File: src/rtl/mtr_pkg.sv
package mtr_pkg;
  localparam logic [2:0] MT_UC = 3'd0;
  localparam logic [2:0] MT_WC = 3'd1;
  localparam logic [2:0] MT_WT = 3'd4;
  localparam logic [2:0] MT_WP = 3'd5;
  localparam logic [2:0] MT_WB = 3'd6;
  localparam int FIX_WORDS = 11;
  localparam int FIX_BITS  = FIX_WORDS * 64;

  // which fixed word covers an address inside the first megabyte
  function automatic logic [3:0] fix_word_of(input logic [19:0] a);
    if (!a[19])      return 4'd0;
    else if (!a[18]) return 4'd1 + {3'd0, a[17]};
    else             return 4'd3 + {1'b0, a[17:15]};
  endfunction

  // which byte inside that word
  function automatic logic [2:0] fix_byte_of(input logic [19:0] a);
    if (!a[19])      return a[18:16];
    else if (!a[18]) return a[16:14];
    else             return a[14:12];
  endfunction

  // onehot of type codes -> code
  function automatic logic [2:0] code_of(input logic [7:0] oh);
    logic [2:0] c;
    c = 3'd0;
    for (int k = 0; k < 8; k++)
      if (oh[k]) c = 3'(k);
    return c;
  endfunction
endpackage

File: src/rtl/mtr_fixed_lookup.sv
module mtr_fixed_lookup
  import mtr_pkg::*;
#(
  parameter int PA_W = 36
) (
  input  logic [PA_W-1:0]     addr,
  input  logic                fix_en,
  input  logic [FIX_BITS-1:0] fix_words,
  output logic                hit,
  output logic [2:0]          ftype
);
  localparam int HI_W = PA_W - 20;

  logic [3:0] widx;
  logic [2:0] bidx;
  logic [7:0] sel_byte;

  always_comb begin
    widx     = fix_word_of(addr[19:0]);
    bidx     = fix_byte_of(addr[19:0]);
    sel_byte = fix_words[int'(widx)*64 + int'(bidx)*8 +: 8];
    hit      = fix_en && (addr[PA_W-1:20] == {HI_W{1'b0}});
    ftype    = sel_byte[2:0];
  end
endmodule

File: src/rtl/mtr_var_match.sv
module mtr_var_match #(
  parameter int PA_W = 36,
  parameter int NVAR = 8
) (
  input  logic [PA_W-1:0]           addr,
  input  logic [NVAR*(PA_W-12)-1:0] var_base,
  input  logic [NVAR*(PA_W-12)-1:0] var_mask,
  input  logic [NVAR*3-1:0]         var_type,
  input  logic [NVAR-1:0]           var_valid,
  output logic [NVAR-1:0]           hit_vec,
  output logic [7:0]                seen
);
  localparam int FW = PA_W - 12;

  logic [FW-1:0] page;
  assign page = addr[PA_W-1:12];

  for (genvar i = 0; i < NVAR; i++) begin : g_pair
    logic [FW-1:0] b, m;
    assign b = var_base[i*FW +: FW];
    assign m = var_mask[i*FW +: FW];
    assign hit_vec[i] = var_valid[i] && ((page & m) == (b & m));
  end

  always_comb begin
    seen = 8'd0;
    for (int i = 0; i < NVAR; i++)
      if (hit_vec[i]) seen[var_type[i*3 +: 3]] = 1'b1;
  end
endmodule

File: src/rtl/mtr_overlap_resolve.sv
module mtr_overlap_resolve
  import mtr_pkg::*;
(
  input  logic [7:0] seen,
  output logic       any,
  output logic [2:0] rtype,
  output logic       undef
);
  localparam logic [7:0] WT_WB = (8'd1 << MT_WT) | (8'd1 << MT_WB);

  always_comb begin
    any   = |seen;
    rtype = MT_UC;
    undef = 1'b0;
    if (seen[MT_UC])                rtype = MT_UC;
    else if ($countones(seen) == 1) rtype = code_of(seen);
    else if (seen == WT_WB)         rtype = MT_WT;
    else if (any)                   undef = 1'b1;
  end
endmodule

File: src/rtl/mem_type_resolver.sv
module mem_type_resolver
  import mtr_pkg::*;
#(
  parameter int PA_W = 36,
  parameter int NVAR = 8
) (
  input  logic                      clk,
  input  logic                      rst_n,
  input  logic [PA_W-1:0]           addr,
  input  logic                      glb_en,
  input  logic                      fix_en,
  input  logic [2:0]                dflt_type,
  input  logic [FIX_BITS-1:0]       fix_words,
  input  logic [NVAR*(PA_W-12)-1:0] var_base,
  input  logic [NVAR*(PA_W-12)-1:0] var_mask,
  input  logic [NVAR*3-1:0]         var_type,
  input  logic [NVAR-1:0]           var_valid,
  output logic [2:0]                mem_type,
  output logic                      undef_ovl
);
  // named internal events, observed by the bound checker
  logic            fix_hit;
  logic [2:0]      fix_type;
  logic [NVAR-1:0] var_hits;
  logic [7:0]      var_seen;
  logic            var_any;
  logic [2:0]      var_rtype;
  logic            var_undef;
  logic [2:0]      nxt_type;
  logic            nxt_undef;

  mtr_fixed_lookup #(.PA_W(PA_W)) u_fix (
    .addr(addr), .fix_en(fix_en), .fix_words(fix_words),
    .hit(fix_hit), .ftype(fix_type)
  );

  mtr_var_match #(.PA_W(PA_W), .NVAR(NVAR)) u_var (
    .addr(addr), .var_base(var_base), .var_mask(var_mask),
    .var_type(var_type), .var_valid(var_valid),
    .hit_vec(var_hits), .seen(var_seen)
  );

  mtr_overlap_resolve u_ovl (
    .seen(var_seen), .any(var_any), .rtype(var_rtype), .undef(var_undef)
  );

  always_comb begin
    nxt_type  = dflt_type;
    nxt_undef = 1'b0;
    if (!glb_en) begin
      nxt_type = MT_UC;
    end else if (fix_hit) begin
      nxt_type = fix_type;
    end else if (var_any) begin
      nxt_type  = var_rtype;
      nxt_undef = var_undef;
    end
  end

  always_ff @(posedge clk or negedge rst_n) begin
    if (!rst_n) begin
      mem_type  <= MT_UC;
      undef_ovl <= 1'b0;
    end else begin
      mem_type  <= nxt_type;
      undef_ovl <= nxt_undef;
    end
  end
endmodule

File: config.mk
export PLATFORM = sky130hd
export DESIGN_NAME = mem_type_resolver
export DESIGN_NICKNAME = d
export VERILOG_FILES = /design/src/rtl/mtr_pkg.sv /design/src/rtl/mtr_fixed_lookup.sv /design/src/rtl/mtr_var_match.sv /design/src/rtl/mtr_overlap_resolve.sv /design/src/rtl/mem_type_resolver.sv
export SDC_FILE = /design/constraint.sdc
export NUM_CORES = 1
export LEC_CHECK = 0
export BUFFER_PORTS_ARGS = -buffer_cell sky130_fd_sc_hd__buf_2
export CORE_AREA = 2 2 461 463
export CTS_CLUSTER_SIZE = 28
export DETAILED_ROUTE_END_ITERATION = 8
export DIE_AREA = 0 0 463 465
export GPL_ROUTABILITY_DRIVEN = 0
export SLEW_MARGIN = 0
export SYNTH_ARGS = -nofsm -noshare
export SYNTH_HDL_FRONTEND = slang
export SYNTH_HIERARCHICAL = 1
export SYNTH_SLANG_ARGS = --single-unit
File: constraint.sdc
create_clock -name clk -period 1.1 [get_ports clk]
set_clock_uncertainty 0.05 [all_clocks]
set_input_delay 0.165 -clock clk [delete_from_list [all_inputs] [get_ports clk]]
set_output_delay 0.165 -clock clk [all_outputs]
set_load 0.02 [all_outputs]
==> metrics.log <==
INFO  metric viasPerCell = between 3 and 4
INFO  metric nNetsFinal = between 3000 and 4000
INFO  metric grtUsageTotal = 11.4%
INFO  metric grt_max_degree = 62
INFO  metric cp_cell_sequence = buf_6, buf_12, xor2_1, a22oi_1, nand4_1, buf_6, nor4_4, a22oi_1, nand4_1, inv_2, fa_1, fa_1, fa_1, inv_1, ha_2, inv_2, fa_2, o211ai_1, buf_4, a2111oi_4, a41o_1, mux2_4, o211a_1
INFO  metric place_worst_setup_slack = -4.73 ns
INFO  metric timing.slew.headroom = 34.7%
INFO  metric detail_route.iter0.violations = ~1300
INFO  metric grt_setup_unrepaired = yes
INFO  metric violated_checks = setup timing
INFO  metric timing_max_transition_violations_final = 0
INFO  metric worstPathArrival = between 5 and 6 ns
INFO  metric dieArea = 215000 um^2
INFO  metric remaining_drc_errors = 0
INFO  metric layout_common_cells = 694 x sky130_fd_sc_hd__buf_2, 343 x sky130_fd_sc_hd__buf_4, 182 x sky130_fd_sc_hd__xor2_1
INFO  metric synth.avg_cell_area = ~7.2 um^2
INFO  metric timing.critical_path.mode_cell = sky130_fd_sc_hd__fa_1
INFO  metric fraction_of_layout_cells_with_a_size_suffix_above_1 = 54.9%
INFO  metric syn_inst = 1210
INFO  metric final.setup.worst_slack = -4.02 ns
INFO  metric routedWlPerCell = 25.5 um
INFO  metric area.growth.synth_to_final = 124%
INFO  metric vias = around 16000
INFO  metric critPathRequiredTime = 1.16 ns
INFO  metric critPathLaunchType = input port
INFO  metric worst_path_max_delay_cell = sky130_fd_sc_hd__fa_1
INFO  metric final_area = 19400 um^2
INFO  metric via_count_of_the_first_global_routing_pass = approximately 15000
INFO  metric finalSetupViolCount = 4
INFO  metric cts.root.buffer_cell = sky130_fd_sc_hd__clkbuf_16
INFO  metric cp-end-kind = register
INFO  metric drt_pre_antenna_iters = 5
INFO  metric filler_cell_count = between 20000 and 25000
INFO  metric maxCapViolations = 0
INFO  metric port-buffer-count = around 710
INFO  metric timing_worst_setup_path_type = input port to register
INFO  metric first_pass_grt_wire_length = 158000 um
INFO  metric layout_min_cycle_time = between 5 and 6 ns
INFO  metric post_synth_instance_area = between 8000 and 9000 um^2
INFO  metric layout_commonest_cell = sky130_fd_sc_hd__buf_2
INFO  metric io_pins = 1167
INFO  metric worstMarginPinSlew = about 0.97 ns
INFO  metric max-clock-path-buffers = 2
INFO  metric run_status = finished with violations
INFO  metric layout_worst_path_cycle_share = 466%
INFO  metric cts.reportedPaths.clkPinSlew = 0.03 ns
INFO  metric cts_tree = yes
INFO  metric floorplan.rows = 169
INFO  metric timing.critical_path.buf_inv = 7
INFO  metric cpPeakStageDelay = 0.58 ns
INFO  metric die-height = 465 um
INFO  metric critical_path_peak_fanout = 6
INFO  metric dieWidth = around 460 um
INFO  metric achievable-frequency = approximately 0.20 GHz
INFO  metric max-vdd-ir-drop = approximately 0.5 mV
INFO  metric power.density_cell_area = 441 nW/um^2
INFO  metric grt_overflow = 0
INFO  metric ctsHtreeMaxLevel = 1
INFO  metric antenna_found_initial = 191
INFO  metric place.detailed.hpwl = ~120000 um
INFO  metric initial_utilization = 4.11%
INFO  metric ys_warn_count = 6
INFO  metric syn_nets = 2382
INFO  metric cts.sinks = 4
INFO  metric routed_wirelength = ~130000 um
INFO  metric power_leakage = 0.00792 uW
INFO  metric hp-class = input port to register
INFO  metric cts-buffers-inserted = 3
INFO  metric antenna_left = 0
INFO  metric crit_family = adder cells
INFO  metric core-area = 211000 um^2
INFO  metric dpl-instance-area = ~18000 um^2
INFO  metric timing_hold_violations_final = 0
stage by stage:
step | hold WS [ns] | total power (uW) | util, % | cells | TNS [ns]
global placement | -0.0624 | 7920 | 8.75 | 4981 | -18.56
global route | 0.170 | 9150 | 9.21 | 5066 | -16.52
detailed placement | -0.0633 | 7920 | 8.75 | 4981 | -18.61
finish | 0.167 | 8580 | 9.22 | 5075 | -15.89
floorplan | -0.181 | 3010 | - | 1210 | -14.20
CTS | 0.166 | 8690 | 9.10 | 5031 | -15.58
sequential cells by signal, indices dropped and copies added, names as in the netlist:
name / flops
undef_ovl: 1
mem_type: 3
routing by layer:
layer / global-route usage, % / wire, um / vias to the layer above
met3: 3.64 / 12400 / 398
li1: - / - / 6895
met5: 0 / 355 / -
met4: 5.12 / 7690 / 60
met1: 11.5 / 43500 / 7178
met2: 21.0 / 65600 / 1256
power by group:
| group | internal, uW | switching, uW | total (uW) |
|---|---|---|---|
| Clock | 464 | 102 | 566 |
| Sequential | 154 | 2.25 | 156 |
| Combinational | 3590 | 4270 | 7860 |
cell type report:
class / instances / area, um^2 / area share, %
Tap cell: 2821 / 3530 / 18.2
Clock buffer: 3 / 75.1 / 0.386
Antenna cell: 43 / 108 / 0.554
Timing Repair Buffer: 1108 / 7240 / 37.2
Multi-Input combinational cell: 1071 / 8300 / 42.7
Inverter: 25 / 95.1 / 0.489
Sequential cell: 4 / 100 / 0.515
worst paths after layout:
check,slack [ns],cells past startpoint,startpoint,end
worst max-delay path,-4.02,23,addr[33],mem_type[2]
worst min-delay path,0.17,2,glb_en,mem_type[1]
max in group asynchronous,0.46,2,rst_n,mem_type[0]
min in group asynchronous,0.40,2,rst_n,mem_type[2]
timing repair:
item	in CTS	in global routing
pin swaps	31	14
hold buffers	1	0
setup buffers	46	2
endpoints found under the setup margin	4	4
gates resized for setup	68	29
hold endpoints to repair	4	0
No activity file was read; power rests on OpenSTA's default activity.
